**src/rtl/cpu4_pkg.sv**
```systemverilog
package cpu4_pkg;

    localparam int OPC_W = 4;

    typedef enum logic [2:0] {
        PH_FETCH  = 3'd0,
        PH_DECODE = 3'd1,
        PH_PREP   = 3'd2,
        PH_EXEC   = 3'd3,
        PH_HALT   = 3'd4
    } phase_e;

    typedef enum logic {
        ALU_ADD  = 1'b0,
        ALU_PASS = 1'b1
    } alu_op_e;

    localparam logic [OPC_W-1:0] OPC_ADD = 4'h0;
    localparam logic [OPC_W-1:0] OPC_JMP = 4'h1;
    localparam logic [OPC_W-1:0] OPC_SHR = 4'h2;
    localparam logic [OPC_W-1:0] OPC_SHL = 4'h3;
    localparam logic [OPC_W-1:0] OPC_CLR = 4'h4;
    localparam logic [OPC_W-1:0] OPC_LDA = 4'h5;
    localparam logic [OPC_W-1:0] OPC_STA = 4'h6;
    localparam logic [OPC_W-1:0] OPC_JZ  = 4'h7;
    localparam logic [OPC_W-1:0] OPC_HLT = 4'hF;

    typedef struct packed {
        logic    addr_sel;
        logic    ir_ld;
        logic    pc_inc;
        logic    pc_ld;
        logic    alu_set;
        alu_op_e alu_op;
        logic    acc_ld;
        logic    acc_shl;
        logic    acc_shr;
        logic    acc_clr;
        logic    mem_we;
        logic    halt_req;
    } ctrl_t;

endpackage

```
**src/rtl/cpu4_phase_gen.sv**
```systemverilog
module cpu4_phase_gen
    import cpu4_pkg::*;
(
    input  logic   clk,
    input  logic   rst,
    input  logic   halt_req,
    output phase_e phase
);

    typedef struct packed {
        phase_e phase;
    } pg_s;

    pg_s st_d, st_q;

    always_comb begin
        st_d = st_q;
        case (st_q.phase)
            PH_FETCH:  st_d.phase = PH_DECODE;
            PH_DECODE: st_d.phase = halt_req ? PH_HALT : PH_PREP;
            PH_PREP:   st_d.phase = PH_EXEC;
            PH_EXEC:   st_d.phase = PH_FETCH;
            PH_HALT:   st_d.phase = PH_HALT;
            default:   st_d.phase = PH_FETCH;
        endcase
    end

    always_ff @(posedge clk) begin
        if (rst) st_q <= '{phase: PH_FETCH};
        else     st_q <= st_d;
    end

    assign phase = st_q.phase;

    p_fetch_next_r1: assert property (@(posedge clk) disable iff (rst)
        (st_q.phase == PH_FETCH) |=> (st_q.phase == PH_DECODE));
    p_decode_next_r1: assert property (@(posedge clk) disable iff (rst)
        (st_q.phase == PH_DECODE && !halt_req) |=> (st_q.phase == PH_PREP));
    p_prep_next_r1: assert property (@(posedge clk) disable iff (rst)
        (st_q.phase == PH_PREP) |=> (st_q.phase == PH_EXEC));
    p_exec_next_r1: assert property (@(posedge clk) disable iff (rst)
        (st_q.phase == PH_EXEC) |=> (st_q.phase == PH_FETCH));
    p_halt_sticky_r9: assert property (@(posedge clk) disable iff (rst)
        (st_q.phase == PH_HALT) |=> (st_q.phase == PH_HALT));

endmodule

```
**src/rtl/cpu4_decoder.sv**
```systemverilog
module cpu4_decoder
    import cpu4_pkg::*;
(
    input  phase_e             phase,
    input  logic [OPC_W-1:0]   opcode,
    input  logic               acc_zero,
    output ctrl_t              ctrl
);

    always_comb begin
        ctrl = '0;
        case (phase)
            PH_FETCH: begin
                ctrl.addr_sel = 1'b0;
                ctrl.ir_ld    = 1'b1;
            end
            PH_DECODE: begin
                ctrl.addr_sel = 1'b1;
                ctrl.pc_inc   = 1'b1;
                ctrl.halt_req = (opcode == OPC_HLT);
            end
            PH_PREP: begin
                ctrl.addr_sel = 1'b1;
                case (opcode)
                    OPC_ADD: begin
                        ctrl.alu_set = 1'b1;
                        ctrl.alu_op  = ALU_ADD;
                    end
                    OPC_LDA: begin
                        ctrl.alu_set = 1'b1;
                        ctrl.alu_op  = ALU_PASS;
                    end
                    OPC_JMP: ctrl.pc_ld = 1'b1;
                    OPC_JZ:  ctrl.pc_ld = acc_zero;
                    default: ;
                endcase
            end
            PH_EXEC: begin
                ctrl.addr_sel = 1'b1;
                case (opcode)
                    OPC_ADD, OPC_LDA: ctrl.acc_ld  = 1'b1;
                    OPC_SHR:          ctrl.acc_shr = 1'b1;
                    OPC_SHL:          ctrl.acc_shl = 1'b1;
                    OPC_CLR:          ctrl.acc_clr = 1'b1;
                    OPC_STA:          ctrl.mem_we  = 1'b1;
                    default: ;
                endcase
            end
            PH_HALT: ctrl.addr_sel = 1'b1;
            default: ;
        endcase
    end

endmodule

```
**src/rtl/cpu4_datapath.sv**
```systemverilog
module cpu4_datapath
    import cpu4_pkg::*;
#(
    parameter int DATA_W = 16,
    parameter int ADDR_W = 12
) (
    input  logic              clk,
    input  logic              rst,
    input  ctrl_t             ctrl,
    input  logic [DATA_W-1:0] mem_rdata,
    output logic [ADDR_W-1:0] mem_addr,
    output logic [DATA_W-1:0] mem_wdata,
    output logic [OPC_W-1:0]  opcode,
    output logic              acc_zero,
    output logic [DATA_W-1:0] acc
);

    typedef struct packed {
        logic [ADDR_W-1:0] pc;
        logic [DATA_W-1:0] ir;
        logic [DATA_W-1:0] acc;
        alu_op_e           alu;
    } dp_s;

    dp_s dp_d, dp_q;
    logic [DATA_W-1:0] alu_res;

    assign alu_res = (dp_q.alu == ALU_ADD) ? (dp_q.acc + mem_rdata) : mem_rdata;

    always_comb begin
        dp_d = dp_q;
        if (ctrl.ir_ld)   dp_d.ir  = mem_rdata;
        if (ctrl.pc_inc)  dp_d.pc  = dp_q.pc + 1'b1;
        if (ctrl.pc_ld)   dp_d.pc  = dp_q.ir[ADDR_W-1:0];
        if (ctrl.alu_set) dp_d.alu = ctrl.alu_op;
        if (ctrl.acc_clr)      dp_d.acc = '0;
        else if (ctrl.acc_ld)  dp_d.acc = alu_res;
        else if (ctrl.acc_shl) dp_d.acc = {dp_q.acc[DATA_W-2:0], 1'b0};
        else if (ctrl.acc_shr) dp_d.acc = {1'b0, dp_q.acc[DATA_W-1:1]};
    end

    always_ff @(posedge clk) begin
        if (rst) dp_q <= '0;
        else     dp_q <= dp_d;
    end

    assign mem_addr  = ctrl.addr_sel ? dp_q.ir[ADDR_W-1:0] : dp_q.pc;
    assign mem_wdata = dp_q.acc;
    assign opcode    = dp_q.ir[DATA_W-1 -: OPC_W];
    assign acc_zero  = (dp_q.acc == '0);
    assign acc       = dp_q.acc;

    p_pc_step_r3: assert property (@(posedge clk) disable iff (rst)
        (ctrl.pc_inc && !ctrl.pc_ld) |=> (dp_q.pc == $past(dp_q.pc) + 1'b1));
    p_pc_jump_r5: assert property (@(posedge clk) disable iff (rst)
        ctrl.pc_ld |=> (dp_q.pc == $past(dp_q.ir[ADDR_W-1:0])));
    p_acc_hold_r10: assert property (@(posedge clk) disable iff (rst)
        !(ctrl.acc_ld || ctrl.acc_shl || ctrl.acc_shr || ctrl.acc_clr)
        |=> $stable(dp_q.acc));
    p_acc_clear_r6: assert property (@(posedge clk) disable iff (rst)
        ctrl.acc_clr |=> (dp_q.acc == '0));

endmodule

```
**src/rtl/cpu4_core.sv**
```systemverilog
module cpu4_core
    import cpu4_pkg::*;
#(
    parameter int DATA_W = 16,
    parameter int ADDR_W = DATA_W - OPC_W
) (
    input  logic              clk,
    input  logic              rst,
    output logic [ADDR_W-1:0] mem_addr,
    input  logic [DATA_W-1:0] mem_rdata,
    output logic [DATA_W-1:0] mem_wdata,
    output logic              mem_we,
    output logic [DATA_W-1:0] acc_out,
    output logic              halted
);

    phase_e            phase;
    ctrl_t             ctrl;
    logic [OPC_W-1:0]  opcode;
    logic              acc_zero;

    cpu4_phase_gen u_phase (
        .clk      (clk),
        .rst      (rst),
        .halt_req (ctrl.halt_req),
        .phase    (phase)
    );

    cpu4_decoder u_dec (
        .phase    (phase),
        .opcode   (opcode),
        .acc_zero (acc_zero),
        .ctrl     (ctrl)
    );

    cpu4_datapath #(
        .DATA_W (DATA_W),
        .ADDR_W (ADDR_W)
    ) u_dp (
        .clk       (clk),
        .rst       (rst),
        .ctrl      (ctrl),
        .mem_rdata (mem_rdata),
        .mem_addr  (mem_addr),
        .mem_wdata (mem_wdata),
        .opcode    (opcode),
        .acc_zero  (acc_zero),
        .acc       (acc_out)
    );

    assign mem_we = ctrl.mem_we;
    assign halted = (phase == PH_HALT);

    p_we_single_r7: assert property (@(posedge clk) disable iff (rst)
        mem_we |=> !mem_we);
    p_halt_quiet_r9: assert property (@(posedge clk) disable iff (rst)
        halted |-> !mem_we);
    p_acc_strobes_r6: assert property (@(posedge clk) disable iff (rst)
        $onehot0({ctrl.acc_ld, ctrl.acc_shl, ctrl.acc_shr, ctrl.acc_clr, ctrl.mem_we}));
    p_halt_acc_stable_r9: assert property (@(posedge clk) disable iff (rst)
        halted |=> $stable(acc_out));

endmodule

```
**config.mk**
```make
export PLATFORM = sky130hd
export DESIGN_NAME = cpu4_core
export DESIGN_NICKNAME = d
export VERILOG_FILES = /design/src/rtl/cpu4_pkg.sv /design/src/rtl/cpu4_phase_gen.sv /design/src/rtl/cpu4_decoder.sv /design/src/rtl/cpu4_datapath.sv /design/src/rtl/cpu4_core.sv
export SDC_FILE = /design/constraint.sdc
export NUM_CORES = 1
export LEC_CHECK = 0
export BUFFER_PORTS_ARGS = -buffer_cell sky130_fd_sc_hd__buf_2
export CORE_ASPECT_RATIO = 0.75
export CORE_MARGIN = 2
export CORE_UTILIZATION = 45
export DETAILED_ROUTE_END_ITERATION = 16
export PLACE_DENSITY = 0.74
export SLEW_MARGIN = 20
export SYNTH_ARGS = -nofsm -noshare
export SYNTH_HDL_FRONTEND = slang
export SYNTH_SLANG_ARGS = --single-unit
```
**constraint.sdc**
```tcl
create_clock -name clk -period 2.6 [get_ports clk]
set_input_delay 0.13 -clock clk [delete_from_list [all_inputs] [get_ports clk]]
set_output_delay 0.13 -clock clk [all_outputs]
set_load 0.02 [all_outputs]
```
==> results of run 1 <==
## per-stage QoR
step           total power [W]  cell area, µm²  util, %  hold WS [ns]  std cells
6_report               0.00192            3980     51.0        0.0871        600
5_1_grt                0.00200            3980     51.0        0.0883        600
4_1_cts                0.00193            3980     51.0        0.0747        600
3_5_place_dp           0.00126            3840     49.2         0.411        592
3_3_place_gp           0.00125            3840     49.2         0.411        592
2_1_floorplan          0.00115            3590        -         0.266        461
## how the worst max path moves through the flow
| stage | start | endpoint | slack [ns] |
|---|---|---|---|
| final | u_phase.phase[1]$_SDFF_PP0_ | u_dp.dp_q[39]$_SDFFE_PP0P_ | 0.24 |
| after global routing | u_dp.acc[0]$_SDFFE_PP0P_ | u_dp.acc[14]$_SDFFE_PP0P_ | 0.08 |
| after CTS | u_dp.acc[0]$_SDFFE_PP0P_ | u_dp.acc[14]$_SDFFE_PP0P_ | 0.21 |
| after detailed placement | u_dp.acc[0]$_SDFFE_PP0P_ | u_dp.acc[14]$_SDFFE_PP0P_ | 0.24 |
| after global placement | u_dp.acc[0]$_SDFFE_PP0P_ | u_dp.acc[14]$_SDFFE_PP0P_ | 0.30 |
| after floorplan | u_dp.acc[9]$_SDFFE_PP0P_ | u_dp.dp_q[33]$_SDFFE_PP0P_ | 0.54 |
## worst min-delay path: stages
cell	delay, ns
buf_2	0.12
nand2_1	0.05
a21oi_1	0.05
## metal layers
| layer | share of wire, % | wire length (µm) | vias up |
|---|---|---|---|
| li1 | - | - | 1711 |
| met3 | 6.3 | 615 | 12 |
| met5 | 0 | 0 | - |
| met1 | 48 | 4660 | 1654 |
| met4 | 1.6 | 152 | 0 |
| met2 | 45 | 4350 | 101 |
## final cells by class
cell class | instances | area [µm²] | area share, %
timing repair buffer | 83 | 465 | 11.7
inverter | 3 | 11.3 | 0.283
tap | 105 | 131 | 3.30
clock buffer | 5 | 68.8 | 1.73
sequential | 48 | 961 | 24.1
clock inverter | 3 | 68.8 | 1.73
multi-input combinational | 353 | 2280 | 57.1
## report_power, final
part	internal, W	switching, W	total [W]
Sequential	0.000770	0.0000391	0.000809
Clock	0.000388	0.000278	0.000665
Combinational	0.000176	0.000267	0.000442
Total	0.00133	0.000583	0.00192
## layout by cell type (no fill, tap or decap), types with 2 or more instances in the layout
cell and n:
nand2_1 63, buf_2 63, a21oi_1 60, dfxtp_1 48, nor2_1 31, buf_4 20
o21ai_0 19, mux2i_1 18, ha_1 16, mux2_2 15, a211oi_1 11, nand3_1 9
nor3_1 8, xnor2_1 8, a21o_1 8, o22ai_1 8, xor2_1 6, nor3b_1 5
a31oi_1 5, nor2b_1 5, o221ai_1 5, nand4_1 5, clkbuf_8 5, o21a_1 4
nand2b_1 4, and3_1 4, or3_1 4, nand3b_1 3, inv_1 3, nor4_1 3
o21bai_1 2, o211ai_1 2, or4_1 2, and4_1 2, bufinv_16 2
## repair_timing
item,in CTS,in global routing
endpoints found under the setup margin,0,1
buffers inserted,0,0
gates resized for setup,0,1
## flip-flops by register name, summed over array words and instances, names as in the netlist
name	cells
u_dp.dp_q	25
u_dp.acc	16
u_dp.opcode	4
u_phase.phase	3
## cells by family (layout without fill, tap and decap cells)
kind of cell | count (synthesis) | count (layout) | synth area share (%)
and+or+nand+nor | 156 | 156 | 21.0
AOI/OAI and AO/OA | 133 | 133 | 22.9
buffers and inverters | 60 | 94 | 10.0
DFF | 48 | 48 | 26.8
muxes | 33 | 33 | 9.72
adders and majority gates | 17 | 17 | 6.13
xor gates and xnor gates | 14 | 14 | 3.41
==> results.yml, run 1 <==
pwr:
  ir_worst_vdd_v: 0.000279
  total_leakage_power_nw: 1.70
  p_per_area_mw_per_mm2: 481
routing:
  wire_per_inst_um: 16.3
  ant_nets: 0
  totalWireLength_um: 9780
  via_per_inst: 5.80
  drtIter0Drc: 170
  vias: 3478
  detailedRoute.firstPassIterationCount: 4
  drc: 0
cts:
  cts_root_buf: "clkbuf_8"
  cts_buffers: 5
  cts_tree: "yes"
  clk_pin_slew_ns: 0.10
  htreeDepth: 2
  holdBufCountCts: 0
  cts_max_path_buffers: 2
  clk_latency_ns: 0.31
  cts_sinks: 48
yosys:
  yosysMostFrequentCell: "nand2_1"
  synth_edf_count: 0
  syn_nets: 496
  avgSynthCellArea_um2: 7.79
  synth_seq_cells: 48
  synth_top_area_share_pct: 26.8
  yosysSeqAreaShare_pct: 26.8
  yosys_warnings: 0
  ys_types: 51
  synth_top_flop_cell: "dfxtp_1"
  syn_inst: 461
  yosysTopAreaCell: "dfxtp_1"
  synth_area_mm2: 0.00359
  netlist_top_cells_count: "nand2_1, a21oi_1, dfxtp_1"
  synthArstFlopShare_pct: 0
  synth_area_leaders: "dfxtp_1, a21oi_1, buf_4"
global_route:
  grt_max_degree: 36
  grtUsageMet2_pct: 36.4
  grt_pass1_wl_um: 15900
  grt_use_total_pct: 22.9
  antenna_found_initial: 0
  gr-max-usage-layer: "met2"
  grt_pass1_vias: 3191
  met3_usage_pct: 3.77
  use_met1_pct: 31.9
  grt_overflow: 0
timing:
  clock_skew_ns: 0.0112
  tightestPinTransition_ns: 0.648
  slew_headroom_pct: 56.8
  rsz0062_at_grt: "no"
  finalMaxSlewViolations: 0
  fmax_ghz: 0.424
  fin_crit_ns: 2.36
  setup_viol: 0
  fin_crit_sh_pct: 90.8
  timing.setup.tns_ns: 0
  final-hold-violation-count: 0
  setup_slack_ns: 0.239
worst_setup_path:
  critPathRequiredTime_ns: 2.77
  cp_cell_sequence: "or4b_2, nor3_1, o2bb2ai_4, buf_4, nor2_1, mux2i_1, a21oi_1"
  rr_worst_depth: 7
  crit_cells: 7
  r2r_setup_slack_ns: 0.24
  crit_path_top_delay_cell: "or4b_2"
  criticalPathCategory: "reg -> reg"
  crit_family: "simple AND/OR/NAND/NOR gates"
  crit_path_end_kind: "flop"
  critPathArrivalTime_ns: 2.53
  r2r-end: "u_dp.dp_q[39]$_SDFFE_PP0P_"
  start_kind: "flop"
  cp_num_buf_inv: 1
  critical-path-max-stage-delay_ns: 0.67
  r2r-start: "u_phase.phase[1]$_SDFF_PP0_"
  critPathMaxFanout: 12
worst_hold_path:
  min_path_type: "in -> reg"
  min_from: "mem_rdata[0]"
  holdPathEnd: "u_dp.dp_q[17]$_SDFFE_PP0N_"
  hold_depth: 3
cells_and_area:
  final_nets: 529
  synthToLayoutAreaGrowth_pct: 10.9
  diodes: 0
  drive_gt1_share_pct: 23.0
  fillers: 773
placed_design:
  dp_hpwl_um: 7450
  post-place-ws_ns: 0.237
  gp_congestion: 0.908
  io_buffer_count: 63
floorplanning:
  fp.dieW_um: 107
  dieArea_mm2: 0.00872
  num_rows: 28
  die_y_um: 81.4
  start_util_pct: 46.0
  ioPinCount: 64
  core_area_mm2: 0.00781
outcome:
  outcome: "completed"
flow_run:
  max-cap-violations: 0
No activity file was read; power rests on OpenSTA's default activity.
==> run 2, diff against run 1 <==
--- a/config.mk
+++ b/config.mk
@@ -6,11 +6,14 @@
 export NUM_CORES = 1
 export LEC_CHECK = 0
 export BUFFER_PORTS_ARGS = -buffer_cell sky130_fd_sc_hd__buf_2
+export CELL_PAD_IN_SITES_DETAIL_PLACEMENT = 0
+export CELL_PAD_IN_SITES_GLOBAL_PLACEMENT = 1
 export CORE_ASPECT_RATIO = 0.75
 export CORE_MARGIN = 2
-export CORE_UTILIZATION = 45
+export CORE_UTILIZATION = 41
 export DETAILED_ROUTE_END_ITERATION = 16
-export PLACE_DENSITY = 0.74
+export HOLD_SLACK_MARGIN = 0.12
+export PLACE_DENSITY = 0.87
 export SLEW_MARGIN = 20
 export SYNTH_ARGS = -nofsm -noshare
 export SYNTH_HDL_FRONTEND = slang
==> run 2 against run 1 <==
Register-to-register slack improved by 0.02 ns. Routed wire length increased by 1.1%. Die area increased by 9.3%. Maximum frequency down 1.8%. Combinational power is 3% higher. Critical path depth increased by 3. Critical endpoint is now u_dp.acc[14]$_SDFFE_PP0P_. Largest cell class unchanged. Largest power group is now the clock network.
==> results.yml, run 2 (synthesized netlist as in run 1, its figures left out) <==
pwr:
  combPwrFrac_pct: 21.3
  p_per_area_mw_per_mm2: 511
  power_switching_w: 0.000624
  p_seq_share_pct: 37.9
  ir_worst_vdd_v: 0.000348
  netSwitchingFraction_pct: 29.2
  pwr-share-clk_pct: 40.8
  power.internal_w: 0.00151
  total_leakage_power_nw: 1.78
cts:
  clk_latency_ns: 0.30
  cts_sinks: 48
  htreeDepth: 2
  cts_root_buf: "clkbuf_16"
  cts_max_path_buffers: 2
  cts_buffers: 5
  cts_tree: "yes"
  clk_pin_slew_ns: 0.07
timing:
  fin_crit_ns: 2.40
  rsz0062_at_grt: "no"
  finalMaxSlewViolations: 0
  setup_slack_ns: 0.196
  setup_viol: 0
  fmax_ghz: 0.416
  fin_crit_sh_pct: 92.5
  timing.setup.tns_ns: 0
  tightestPinTransition_ns: 0.660
  clock_skew_ns: 0.00791
  slew_headroom_pct: 56.0
  final-hold-violation-count: 0
routing:
  drtIter0Drc: 221
  via_per_inst: 5.71
  wire_per_inst_um: 16.0
  ant_nets: 0
  totalWireLength_um: 9880
  drc: 0
  detailedRoute.firstPassIterationCount: 5
  vias: 3518
global_route:
  antenna_found_initial: 0
  grt_max_degree: 36
  grt_pass1_vias: 3172
  grt_overflow: 0
  grt_use_total_pct: 20.8
  use_met1_pct: 31.4
  grt_pass1_wl_um: 16200
  grtUsageMet2_pct: 31.3
  gr-max-usage-layer: "met1"
  met3_usage_pct: 3.21
cells_and_area:
  drive_gt1_share_pct: 22.8
  stdcell_area_mm2: 0.00418
  synthToLayoutAreaGrowth_pct: 16.4
  layout_common_cells: "nand2_1, buf_2, a21oi_1"
  diodes: 0
  largest_register_ffs: 25
  final_nets: 542
  regMostFlops: "u_dp.dp_q"
floorplanning:
  num_rows: 29
  dieArea_mm2: 0.00953
  start_util_pct: 42.3
  core_area_mm2: 0.00849
  ioPinCount: 64
  fp.dieW_um: 112
  die_y_um: 85.1
flow_run:
  max-cap-violations: 0
worst_setup_path:
  critPathMaxFanout: 4
  critPathArrivalTime_ns: 2.60
  rr_worst_depth: 6
  r2r_setup_slack_ns: 0.26
  crit_path_end_kind: "flop"
  r2r-start: "u_phase.phase[1]$_SDFF_PP0_"
  criticalPathCategory: "in -> reg"
  critPathRequiredTime_ns: 2.79
  start_kind: "input port"
  r2r-end: "u_dp.dp_q[37]$_SDFFE_PP0P_"
placed_design:
  gp_congestion: 0.875
  placed_area_mm2: 0.00385
  post-place-ws_ns: 0.220
  dp_hpwl_um: 7320
  io_buffer_count: 63
worst_hold_path:
  hold_depth: 3
  min_path_type: "in -> reg"
  min_from: "mem_rdata[5]"
  holdPathEnd: "u_dp.dp_q[22]$_SDFFE_PP0N_"
outcome:
  outcome: "completed"
run 2: cell types whose count changed in the layout (fill, tap and decap cells not counted):
| cell | change |
|---|---|
| clkbuf_16 | +5 |
| clkbuf_8 | -5 |
| a211oi_2 | +1 |
| a21oi_1 | -1 |
| dlygate4sd3_1 | +13 |
| a21oi_2 | +1 |
| a211oi_1 | -1 |
run 2: cell type report:
class / instances / area, µm²
multi-input cells: 353 / 2280
fillers: 859 / 4310
clock inverters: 3 / 68.8
well taps: 108 / 135
clock buffers: 5 / 125
flip-flops and latches: 48 / 961
repair buffers: 96 / 596
inverters: 3 / 11.3
run 2: power groups by stage:
stage	sequential (W)	combinational, W	clock, W
finish	0.000809	0.000456	0.000873
global route	0.000816	0.000500	0.000909
CTS	0.000809	0.000452	0.000882
detailed placement	0.000826	0.000434	0
global placement	0.000824	0.000430	0
floorplan	0.000812	0.000338	0
run 2: worst max-delay path by stage:
| stage | from | endpoint | slack (ns) | cells past startpoint |
|---|---|---|---|---|
| 2_1_floorplan | u_dp.acc[9]$_SDFFE_PP0P_ | u_dp.dp_q[33]$_SDFFE_PP0P_ | 0.54 | 6 |
| 3_3_place_gp | u_dp.acc[0]$_SDFFE_PP0P_ | u_dp.acc[14]$_SDFFE_PP0P_ | 0.31 | 8 |
| 3_5_place_dp | u_dp.acc[0]$_SDFFE_PP0P_ | u_dp.acc[14]$_SDFFE_PP0P_ | 0.22 | 8 |
| 4_1_cts | mem_rdata[0] | u_dp.acc[14]$_SDFFE_PP0P_ | 0.06 | 10 |
| 5_1_grt | mem_rdata[0] | u_dp.acc[14]$_SDFFE_PP0P_ | 0.03 | 10 |
| 6_report | mem_rdata[0] | u_dp.acc[14]$_SDFFE_PP0P_ | 0.20 | 10 |
run 2: worst max-delay path, cell delays in order:
cell and delay (ns):
dlygate4sd3_1 0.53, buf_2 0.14, ha_1 0.22, fa_1 0.42, a21oi_2 0.21, o21a_1 0.13, o21ai_1 0.15, a211oi_2 0.29
xor2_1 0.09, a211oi_1 0.27
run 2: timing repair:
action	4_1_cts	5_1_grt
resized for setup	0	3
setup buffers	0	0
hold buffers	13	0
hold endpoints to repair	13	0
setup endpoints to repair	0	3
run 2: per-layer routing:
metal	share of wire (%)	vias to the layer above	wire length (µm)
met5	0	-	0
met4	0.96	0	95
met3	5.9	7	587
met2	43	120	4250
met1	50	1656	4950
li1	-	1735	-
run 2: through the flow:
stage / hold slack [ns] / util (%) / std cells / power, W
6_report: 0.122 / 49.2 / 616 / 0.00214
5_1_grt: 0.149 / 49.2 / 616 / 0.00222
4_1_cts: 0.123 / 49.1 / 616 / 0.00214
3_5_place_dp: 0.412 / 45.3 / 595 / 0.00126
3_3_place_gp: 0.409 / 45.3 / 595 / 0.00125
2_1_floorplan: 0.266 / - / 461 / 0.00115
==> run 3, diff against run 2 <==
--- a/config.mk
+++ b/config.mk
@@ -10,11 +10,13 @@
 export CELL_PAD_IN_SITES_GLOBAL_PLACEMENT = 1
 export CORE_ASPECT_RATIO = 0.75
 export CORE_MARGIN = 2
-export CORE_UTILIZATION = 41
+export CORE_UTILIZATION = 42
 export DETAILED_ROUTE_END_ITERATION = 16
 export HOLD_SLACK_MARGIN = 0.12
-export PLACE_DENSITY = 0.87
+export PLACE_DENSITY = 0.88
+export SKIP_CTS_REPAIR_TIMING = 1
 export SLEW_MARGIN = 20
 export SYNTH_ARGS = -nofsm -noshare
 export SYNTH_HDL_FRONTEND = slang
+export SYNTH_HIERARCHICAL = 1
 export SYNTH_SLANG_ARGS = --single-unit
==> run 3 against run 2 <==
Final area down 1.0%. Routed wire length down 1.3%. Synthesized cell count up 0.43%. Critical path depth down 3. Sequential share of layout area up 0.24 points. Hold slack about the same. Via count down 1.9%. Count of clock-buffer cells in the layout up 1. Setup slack better by 0.034 ns. Sequential power up 2%. Maximum frequency up 1.4%. Synthesized area up 3.8%.
==> results.yml, run 3 <==
cts:
  cts_root_buf: "clkbuf_16"
  clk_pin_slew_ns: 0.06
  clk_latency_ns: 0.29
  cts_tree: "yes"
  htreeDepth: 2
  cts_sinks: 48
  cts_max_path_buffers: 2
  cts_buffers: 5
cells_and_area:
  drive_gt1_share_pct: 25.1
  largest_register_ffs: 25
  final_cells: 602
  final_common_cell: "nor2_1"
  layout_common_cells: "nor2_1, buf_2, dfxtp_1"
  synthToLayoutAreaGrowth_pct: 10.9
  final_core_util_pct: 48.5
  multi_input_area_mm2: 0.00237
  regMostFlops: "u_dp/dp_q"
  final_nets: 528
  diodes: 0
  fillers: 810
  ff_latch_area_um2: 961
yosys:
  yosysMostFrequentCell: "nor2_1"
  yosys.area_share.simple_pct: 21.8
  syn_nets: 498
  synth_area_leaders: "dfxtp_1, buf_4, nor2_1"
  synthArstFlopShare_pct: 0
  avgSynthCellArea_um2: 8.06
  synth_top_family_by_area: "simple AND/OR/NAND/NOR gates"
  ys_types: 55
  synth_xor_area_share_pct: 5.40
  syn_inst: 463
  synth_mux_area_share_pct: 10.1
  synth_top_flop_cell: "dfxtp_1"
  netlist_top_cells_count: "nor2_1, dfxtp_1, a21oi_1"
  yosysSeqAreaShare_pct: 25.8
  synth_top_area_share_pct: 25.8
  yosys_warnings: 6
  synth_edf_count: 0
  synth_seq_cells: 48
  synth_fa_ha_area_share_pct: 5.90
  synth_compound_area_share_pct: 19.6
  synth_area_mm2: 0.00373
  yosysTopAreaCell: "dfxtp_1"
placed_design:
  post-place-ws_ns: 0.153
  gp_congestion: 0.920
  dp_hpwl_um: 7370
  dp_cells: 594
  io_buffer_count: 63
timing:
  rsz0062_at_grt: "no"
  final-hold-violation-count: 0
  setup_viol: 0
  setup_slack_ns: 0.230
  clock_skew_ns: 0.00546
  finalMaxSlewViolations: 0
  timing.setup.tns_ns: 0
  slew_headroom_pct: 32.3
  fin_crit_ns: 2.37
  fmax_ghz: 0.422
  fin_crit_sh_pct: 91.2
  tightestPinTransition_ns: 1.01
worst_setup_path:
  criticalPathCategory: "reg -> reg"
  r2r-start: "u_dp/acc[6]$_SDFFE_PP0P_"
  r2r-end: "u_dp/acc[13]$_SDFFE_PP0P_"
  crit_path_end_kind: "flop"
  start_kind: "flop"
  critPathMaxFanout: 6
  r2r_setup_slack_ns: 0.23
  rr_worst_depth: 7
  critPathArrivalTime_ns: 2.58
  critPathRequiredTime_ns: 2.81
worst_hold_path:
  hold_depth: 3
  min_path_type: "in -> reg"
  holdPathEnd: "u_dp/dp_q[20]$_SDFFE_PP0P_"
  min_from: "mem_rdata[3]"
floorplanning:
  core_area_mm2: 0.00853
  fp.dieW_um: 113
  start_util_pct: 43.7
  die_y_um: 85.6
  dieArea_mm2: 0.00966
  num_rows: 29
  ioPinCount: 64
pwr:
  total_leakage_power_nw: 1.89
  ir_worst_vdd_v: 0.000280
  p_per_area_mw_per_mm2: 471
  p_total_w: 0.00195
outcome:
  outcome: "completed"
routing:
  wire_per_inst_um: 16.2
  drc: 0
  wl_met2_um: 4100
  detailedRoute.firstPassIterationCount: 5
  vias: 3451
  top_layer: "met4"
  via_per_inst: 5.73
  wl_met1_um: 4980
  totalWireLength_um: 9750
  drtIter0Drc: 302
  ant_nets: 0
  met3_length_um: 552
global_route:
  grt_max_degree: 35
  grt_pass1_vias: 2953
  grt_use_total_pct: 19.9
  antenna_found_initial: 0
  grt_pass1_wl_um: 15500
  grt_overflow: 0
flow_run:
  max-cap-violations: 0
==> run 3: cell count changes in the layout (fill, tap and decap cells not counted), sizes merged, moves of 4 or more <==
cell	delta
a211oi	+5
a21oi	-18
buf	+5
dlygate4sd3	-13
mux2i	+6
nand2	-43
nor2	+37
nor2b	+10
o21ai	-7
o221ai	+7
o22ai	-7
xnor2	+5
xor2	+4
==> run 3: how the worst max path moves through the flow <==
stage	from	endpoint	slack (ns)	cells after the start
CTS	u_dp/acc[0]$_SDFFE_PP0P_	u_dp/acc[12]$_SDFFE_PP0P_	0.13	8
finish	u_dp/acc[6]$_SDFFE_PP0P_	u_dp/acc[13]$_SDFFE_PP0P_	0.23	7
global placement	u_dp/acc[0]$_SDFFE_PP0P_	u_dp/acc[12]$_SDFFE_PP0P_	0.24	8
floorplan	u_phase/phase[0]$_SDFF_PP0_	u_dp/acc[7]$_SDFFE_PP0P_	0.33	7
global route	u_dp/acc[0]$_SDFFE_PP0P_	u_dp/acc[12]$_SDFFE_PP0P_	0.09	8
detailed placement	u_dp/acc[0]$_SDFFE_PP0P_	u_dp/acc[12]$_SDFFE_PP0P_	0.15	8
==> run 3: per-layer routing <==
| metal | vias to the layer above | global-route usage, % |
|---|---|---|
| li1 | 1686 | - |
| met5 | - | 0 |
| met2 | 107 | 28.5 |
| met4 | 0 | 4.77 |
| met3 | 10 | 2.83 |
| met1 | 1648 | 31.3 |
==> run 3: per-stage QoR <==
step | instance area (µm²) | hold slack [ns]
after floorplan | 3730 | 0.195
after global placement | 3980 | 0.412
after detailed placement | 3980 | 0.417
after CTS | 4130 | 0.116
after global routing | 4140 | 0.143
final | 4140 | 0.121
==> run 3: worst max-delay path, stage by stage (launching register included) <==
cell	delay, ns
dfxtp_1	0.32
ha_1	0.35
a21oi_1	0.28
o21ai_0	0.18
a221o_1	0.32
a32oi_1	0.21
mux2_1	0.39
a211oi_2	0.23
==> run 3: cells by family (layout without fill, tap and decap cells) <==
family / after synthesis / in the layout
AOI/OAI and AO/OA: 108 / 108
buffers and inverters: 69 / 100
adders and majority gates: 17 / 17
muxes: 36 / 36
xor gates and xnor gates: 23 / 23
and+or+nand+nor: 162 / 162
DFF: 48 / 48
==> run 3: cell type report <==
cell class | count | area share [%]
timing repair buffer | 88 | 12.2
tap | 108 | 3.27
clock inverter | 2 | 0.242
inverter | 4 | 0.363
sequential | 48 | 23.2
clock buffer | 6 | 3.36
multi-input combinational | 346 | 57.4
==> run 3: power by group <==
part | total, W | leakage, nW | internal [W] | switching, W
clock | 0.000665 | 0.0766 | 0.000380 | 0.000285
combinational | 0.000459 | 1.42 | 0.000192 | 0.000267
sequential | 0.000823 | 0.392 | 0.000773 | 0.0000502
